--- src/rtl/pfg_pkg.sv ---
// Package: shared types and sizes for the PWM fault override gate.
// Assumes eight channels and three fault sources.
package pfg_pkg;
    localparam int unsigned NUM_CH   = 8;
    localparam int unsigned NUM_KEEP = 2;
    localparam int unsigned SYNC_LEN = 2;

    // One bit per fault source, already reduced to "active" meaning.
    typedef struct packed {
        logic brk;
        logic b;
        logic a;
    } flt_src_t;
endpackage

--- src/rtl/pfg_sync.sv ---
// Module: pfg_sync
// Multi-stage flop chain that brings an asynchronous level into the clk
// domain. Assumes the input is a slow level. Resets to 0, meaning inactive.
module pfg_sync #(
    parameter int unsigned STAGES = 2
) (
    input  logic clk,
    input  logic rst_n,
    input  logic d,
    output logic q
);
    logic [STAGES-1:0] chain;

    // Shift the sampled level down the chain one stage per clock.
    always_ff @(posedge clk) begin
        if (!rst_n) chain <= '0;
        else        chain <= {chain[STAGES-2:0], d};
    end

    assign q = chain[STAGES-1];
endmodule

--- src/rtl/pfg_fault_ctl.sv ---
// Module: pfg_fault_ctl
// Holds the fault state and the sticky cause flags. Assumes the sources are
// already synchronous and active high. Any active source sets the state.
// Release happens through clr (latched mode) or tick (cycle-by-cycle mode),
// and only while all sources are quiet.
module pfg_fault_ctl
    import pfg_pkg::*;
(
    input  logic     clk,
    input  logic     rst_n,
    input  flt_src_t srcs,
    input  logic     latched,
    input  logic     clr,
    input  logic     tick,
    output logic     fault,
    output flt_src_t flags
);
    logic any_src;
    logic release_ok;

    // Combine the sources and pick the release event for the mode.
    always_comb begin
        any_src    = |srcs;
        release_ok = latched ? clr : tick;
    end

    // Fault state register: set wins over release.
    always_ff @(posedge clk) begin
        if (!rst_n)          fault <= 1'b0;
        else if (any_src)    fault <= 1'b1;
        else if (release_ok) fault <= 1'b0;
    end

    // Sticky cause flags: each is set by its source and cleared by clr.
    always_ff @(posedge clk) begin
        if (!rst_n) flags <= '0;
        else        flags <= srcs | (flags & ~{3{clr}});
    end

    // any active source puts the block in fault on the next edge.
    a_r3_src_sets_fault: assert property (@(posedge clk) disable iff (!rst_n)
        any_src |=> fault);
    // latched mode holds the fault without a clear strobe.
    a_r9_latched_hold: assert property (@(posedge clk) disable iff (!rst_n)
        (latched && fault && !clr) |=> fault);
    // cycle-by-cycle mode releases on a quiet tick.
    a_r10_tick_release: assert property (@(posedge clk) disable iff (!rst_n)
        (!latched && fault && tick && !any_src) |=> !fault);
    // the clear strobe alone does not release in cycle-by-cycle mode.
    a_r10_clr_ignored: assert property (@(posedge clk) disable iff (!rst_n)
        (!latched && fault && !tick) |=> fault);
    // a source leaves its flag set.
    a_r11_flag_a: assert property (@(posedge clk) disable iff (!rst_n)
        srcs.a |=> flags.a);
    a_r11_flag_b: assert property (@(posedge clk) disable iff (!rst_n)
        srcs.b |=> flags.b);
    a_r11_flag_brk: assert property (@(posedge clk) disable iff (!rst_n)
        srcs.brk |=> flags.brk);
endmodule

--- src/rtl/pfg_gate.sv ---
// Module: pfg_gate
// Purely combinational output gating. Channels in the shutdown set take
// their idle level while the fault state is high. The upper KEEP channels
// are in the set only when full stop is selected.
module pfg_gate #(
    parameter int unsigned NCH  = 8,
    parameter int unsigned KEEP = 2
) (
    input  logic           fault,
    input  logic           full_stop,
    input  logic [NCH-1:0] idle,
    input  logic [NCH-1:0] pwm_in,
    output logic [NCH-1:0] pwm_out
);
    localparam int unsigned LOW_CNT = NCH - KEEP;

    logic [NCH-1:0] force_en;

    generate
        for (genvar i = 0; i < NCH; i++) begin : g_ch
            if (i < LOW_CNT) begin : g_always
                // Lower channel: forced by any fault.
                always_comb force_en[i] = fault;
            end else begin : g_kept
                // Upper channel: forced only when full stop is selected.
                always_comb force_en[i] = fault & full_stop;
            end
            // Select the idle level or the generator waveform.
            always_comb pwm_out[i] = force_en[i] ? idle[i] : pwm_in[i];
        end
    endgenerate
endmodule

--- src/rtl/pwm_fault_gate.sv ---
// Module: pwm_fault_gate (top)
// Fault override between the PWM generator and the pins. The fault pins
// are first mapped to "active" by their polarity and then synchronized in
// two stages. dbg_halt is assumed synchronous to clk.
module pwm_fault_gate
    import pfg_pkg::*;
(
    input  logic              clk,
    input  logic              rst_n,
    input  logic [NUM_CH-1:0] pwm_in,
    input  logic              flt_pin_a,
    input  logic              flt_pin_b,
    input  logic              dbg_halt,
    input  logic              cfg_full_stop,
    input  logic              cfg_brk_en,
    input  logic              cfg_latched,
    input  logic              cfg_pol_a,
    input  logic              cfg_pol_b,
    input  logic [NUM_CH-1:0] cfg_idle,
    input  logic              period_tick,
    input  logic              clr_strobe,
    output logic [NUM_CH-1:0] pwm_out,
    output logic              fault_active,
    output logic              flag_a,
    output logic              flag_b,
    output logic              flag_brk
);
    logic     a_raw, b_raw, a_sync, b_sync;
    flt_src_t srcs, flags;

    // Map each pin to an active-high level before synchronization.
    always_comb begin
        a_raw = (flt_pin_a == cfg_pol_a);
        b_raw = (flt_pin_b == cfg_pol_b);
    end

    pfg_sync #(.STAGES(SYNC_LEN)) u_sync_a (
        .clk(clk), .rst_n(rst_n), .d(a_raw), .q(a_sync));
    pfg_sync #(.STAGES(SYNC_LEN)) u_sync_b (
        .clk(clk), .rst_n(rst_n), .d(b_raw), .q(b_sync));

    // Build the source vector, with the breakpoint gated by its enable.
    always_comb begin
        srcs.a   = a_sync;
        srcs.b   = b_sync;
        srcs.brk = dbg_halt & cfg_brk_en;
    end

    pfg_fault_ctl u_ctl (
        .clk(clk), .rst_n(rst_n), .srcs(srcs), .latched(cfg_latched),
        .clr(clr_strobe), .tick(period_tick), .fault(fault_active),
        .flags(flags));

    pfg_gate #(.NCH(NUM_CH), .KEEP(NUM_KEEP)) u_gate (
        .fault(fault_active), .full_stop(cfg_full_stop), .idle(cfg_idle),
        .pwm_in(pwm_in), .pwm_out(pwm_out));

    assign flag_a   = flags.a;
    assign flag_b   = flags.b;
    assign flag_brk = flags.brk;

    // full stop forces every output to its idle level.
    a_r4_full_idle: assert property (@(posedge clk) disable iff (!rst_n)
        (fault_active && cfg_full_stop) |-> (pwm_out == cfg_idle));
    // partial stop keeps the upper channels running.
    a_r5_upper_pass: assert property (@(posedge clk) disable iff (!rst_n)
        !cfg_full_stop |-> (pwm_out[NUM_CH-1:NUM_CH-NUM_KEEP] ==
                            pwm_in[NUM_CH-1:NUM_CH-NUM_KEEP]));
    // without a fault the outputs follow the generator.
    a_r12_pass: assert property (@(posedge clk) disable iff (!rst_n)
        !fault_active |-> (pwm_out == pwm_in));
    // a disabled breakpoint never sets its flag.
    a_r8_brk_off: assert property (@(posedge clk) disable iff (!rst_n)
        (!cfg_brk_en && !flag_brk) |=> !flag_brk);
endmodule

--- config.mk ---
export PLATFORM = sky130hd
export DESIGN_NAME = pwm_fault_gate
export DESIGN_NICKNAME = d
export VERILOG_FILES = /design/src/rtl/pfg_pkg.sv /design/src/rtl/pfg_sync.sv /design/src/rtl/pfg_fault_ctl.sv /design/src/rtl/pfg_gate.sv /design/src/rtl/pwm_fault_gate.sv
export SDC_FILE = /design/constraint.sdc
export NUM_CORES = 1
export LEC_CHECK = 0
export BUFFER_PORTS_ARGS = -buffer_cell sky130_fd_sc_hd__buf_2
export CORE_AREA = 5 5 42 44
export CTS_BUF_LIST = sky130_fd_sc_hd__clkbuf_4 sky130_fd_sc_hd__clkbuf_8
export CTS_CLUSTER_SIZE = 16
export DETAILED_ROUTE_END_ITERATION = 8
export DIE_AREA = 0 0 47 49
export HOLD_SLACK_MARGIN = 0.12
export PLACE_DENSITY = 0.71
export SLEW_MARGIN = 20
export SYNTH_ARGS = -nofsm -noshare
export SYNTH_HDL_FRONTEND = slang
export SYNTH_SLANG_ARGS = --single-unit
--- constraint.sdc ---
create_clock -name clk -period 1.1 [get_ports clk]
set_clock_uncertainty 0.2 [all_clocks]
set_input_delay 0.22 -clock clk [delete_from_list [all_inputs] [get_ports clk]]
set_output_delay 0.22 -clock clk [all_outputs]
set_load 0.1 [all_outputs]
==> key figures <==
Outcome
  – Run status: complete, but fails checks
  – Violations in the final reports: setup timing

Yosys
  – Netlist cell types: 16
  – Synth Area per Inst: 10.91 sq um
  – Yosys warns: 0
  – Syn Std Cell Area: 392.9 sq um
  – Number of standard cells after synthesis: 36
  – Post-synth top area share: 0.4076
  – Post-Syn Nets: 64
  – Post-synthesis sequential element count: 8
  – Top post-synthesis cells by area: sky130_fd_sc_hd__dfxtp_1, sky130_fd_sc_hd__mux2_2, sky130_fd_sc_hd__mux2_4
  – Cell type with the largest total area after synthesis: sky130_fd_sc_hd__dfxtp_1
  – Sequential-to-total area share from yosys stat: 0.4076

Finish
  – Layout Area Growth over Synthesis: 125.2%
  – Fraction of final layout cells sized beyond drive strength 1: 0.7037
  – Final std cells w/o fill: 97
  – Count of nets after finishing: 111
  – Number of antenna repair diodes: 0
  – Count of fill cells added during filler insertion: 117

Route
  – Detailed route wirelength on metal2: 684 um
  – Wirelength per Cell: 12.90 um
  – Top layer reached by signal wires: met4
  – Met3 routed wirelength: 192 um
  – Via/cell ratio: 4.454
  – Iteration count of the initial detailed-routing pass: 3
  – Antenna viol nets, final: 0
  – Detailed-routing wirelength on met1: 357 um
  – DRC violation count after routing: 0
  – Final Routed Wirelength: 1251 um
  – DRT iter0 DRCs: 3
  – Vias after detailed routing: 432

Timing
  – Worst-case setup margin in the final layout: -0.5498 ns
  – Total count of max-transition violations in the final report: 0
  – Final Cycle Share: 1.500
  – Count of endpoints failing setup in the final report: 13
  – Final hold violations: 0
  – Pin slew with the least headroom to its limit: 0.1542 ns
  – Crit path time final: 1.650 ns
  – Final setup TNS: -4.864 ns
  – F_max: 606.1 MHz
  – Unrepaired setup endpoints after global routing: true
  – Worst slew margin relative to its limit: 0.8970

Floorplan
  – Standard-cell rows: 14
  – Number of top-level pins: 40
  – Die Outline Area: 2303 sq um
  – Core Region: 1401 sq um
  – Starting density of the core: 0.2804
  – Die X: 47 um
  – Height of the die: 49 um

Placed design
  – Final HPWL DP: 957.2 um
  – Pre-CTS setup slack: -0.3395 ns
  – Port Buf Inserts: 39
  – RD Place Congestion: 0.6157
  – Cell count after placement: 91

GRT
  – Total overflow reported by the global router: 0
  – Pin count of the biggest net entering global routing: 9
  – Wire length of the first global-routing pass: 1766 um
  – Antenna violations before repair: 0
  – Tot GR Track Use: 0.1116
  – Number of global-route vias before repair: 439

Pwr
  – Total power per unit cell area: 1329 nW/um^2
  – Leakage dissipation: 0.4344 nW
  – Overall power after layout: 1.176 mW
  – IR Drop Worst-Case VDD: 0.6182 mV

Clocking
  – Worst-skew pair later-pin latency: 0.25 ns
  – CTS tree: built
  – Clock-pin transition on the worst setup and hold timing paths: 0.05 ns
  – TritonCTS Buffers: 3
  – H-tree depth reported by CTS: 1
  – Clk sinks: 8
  – Clock Path Buffers: 2
  – Post-CTS setup repair buffer count: 0
  – Clock tree root buffer cell: sky130_fd_sc_hd__clkbuf_4

Worst setup path
  – Endpoint kind of the worst setup timing path: output port
  – Worst Path Class, Setup: reg -> out
  – Data arrival time at the worst-slack endpoint: 1.23 ns
  – Data required time of the critical path: 0.68 ns
  – Crit Path Max Fanout: 8
  – Startpoint Class: flop

Worst hold path
  – Class of the most critical hold timing path: in -> reg

Flow run
  – Number of maximum-capacitance constraint violations: 0
## through the flow
step	utilization	cell area, sq um	hold WS [ns]
after floorplan	-	434.2	0.1368
after global placement	0.5223	732.0	0.2149
after detailed placement	0.5223	732.0	0.2204
after CTS	0.6241	874.6	0.004883
after global routing	0.6313	884.6	0.01040
final	0.6313	884.6	0.01391
## critical path, cell delays in order (launching register included)
cell and delay [ns]:
sky130_fd_sc_hd__dfxtp_4 0.43, sky130_fd_sc_hd__nand2_4 0.07, sky130_fd_sc_hd__mux2_4 0.31, sky130_fd_sc_hd__buf_12 0.17
## power breakdown
group	internal, mW	switching (mW)	total, mW	leakage (nW)
Clock	0.124	0.0947	0.219	0.0138
Combinational	0.260	0.366	0.626	0.352
Sequential	0.307	0.0238	0.331	0.0687
## cells in the mapped netlist
master	n
sky130_fd_sc_hd__dfxtp_1	8
sky130_fd_sc_hd__inv_1	1
sky130_fd_sc_hd__xor2_1	2
sky130_fd_sc_hd__nand2_4	1
sky130_fd_sc_hd__nand2b_1	1
sky130_fd_sc_hd__buf_6	1
sky130_fd_sc_hd__o21a_1	2
sky130_fd_sc_hd__nand2_1	2
sky130_fd_sc_hd__mux2_4	2
sky130_fd_sc_hd__nor2b_1	2
sky130_fd_sc_hd__a211oi_1	1
sky130_fd_sc_hd__mux2_2	7
sky130_fd_sc_hd__nor2_1	2
sky130_fd_sc_hd__a21oi_1	1
sky130_fd_sc_hd__and2_1	2
sky130_fd_sc_hd__o22ai_1	1
## state kept, by name, indices dropped and copies added, names as in the netlist
name	count
u_ctl.flags	3
u_ctl.fault	1
u_sync_a.chain	2
u_sync_b.chain	2
## path summary, 6_finish.rpt
check	start	to	slack, ns	cells past startpoint
max	u_ctl.fault	pwm_out[6]	-0.55	3
min	flt_pin_a	u_sync_a.chain[0]	0.01	3
max reg2reg	u_ctl.fault	u_ctl.fault	0.11	3
min reg2reg	u_sync_b.chain[0]	u_sync_b.chain[1]	0.23	1
## placed cells by master, fill, tap and decap left out, types with 2 or more instances in the layout
| master | Yosys | routed |
|---|---|---|
| sky130_fd_sc_hd__buf_2 | 0 | 26 |
| sky130_fd_sc_hd__buf_12 | 0 | 12 |
| sky130_fd_sc_hd__mux2_4 | 2 | 8 |
| sky130_fd_sc_hd__dlygate4sd3_1 | 0 | 4 |
| sky130_fd_sc_hd__dfxtp_4 | 0 | 4 |
| sky130_fd_sc_hd__dfxtp_1 | 8 | 4 |
| sky130_fd_sc_hd__clkbuf_4 | 0 | 3 |
| sky130_fd_sc_hd__xor2_1 | 2 | 2 |
| sky130_fd_sc_hd__nor2_1 | 2 | 2 |
| sky130_fd_sc_hd__and2_1 | 2 | 2 |
| sky130_fd_sc_hd__nor2b_1 | 2 | 2 |
| sky130_fd_sc_hd__o21a_1 | 2 | 2 |
| sky130_fd_sc_hd__nand2_1 | 2 | 2 |
## routing by layer
metal  GRT usage  vias up
li1            -      212
met1     0.08869      189
met5           0        -
met3     0.04428        2
met4     0.06912        0
met2      0.2059       29
## cells by family (layout without fill, tap and decap cells)
kind of cell / Yosys count / after routing / share of synthesized area
buffers and inverters: 2 / 47 / 0.03821
multiplexers: 9 / 9 / 0.2771
AND/OR/NAND/NOR: 10 / 10 / 0.1465
flip-flops: 8 / 8 / 0.4076
AO/OA/AOI/OAI: 5 / 5 / 0.08598
XOR/XNOR: 2 / 2 / 0.04459
## repair_timing
action	CTS	global route
hold buffers	3	3
pin swaps	0	2
hold endpoints to repair	8	8
resized for setup	24	1
cloned	0	0
setup endpoints to repair	12	14
## cell type report
| class | count | area [sq um] | share of cell area |
|---|---|---|---|
| Inverter | 1 | 3.754 | 0.004243 |
| Timing Repair Buffer | 43 | 417.9 | 0.4724 |
| Multi-Input combinational cell | 26 | 245.2 | 0.2772 |
| Clock buffer | 3 | 22.52 | 0.02546 |
| Tap cell | 16 | 20.02 | 0.02263 |
| Sequential cell | 8 | 175.2 | 0.1980 |
(Power assumes the default switching activity.)
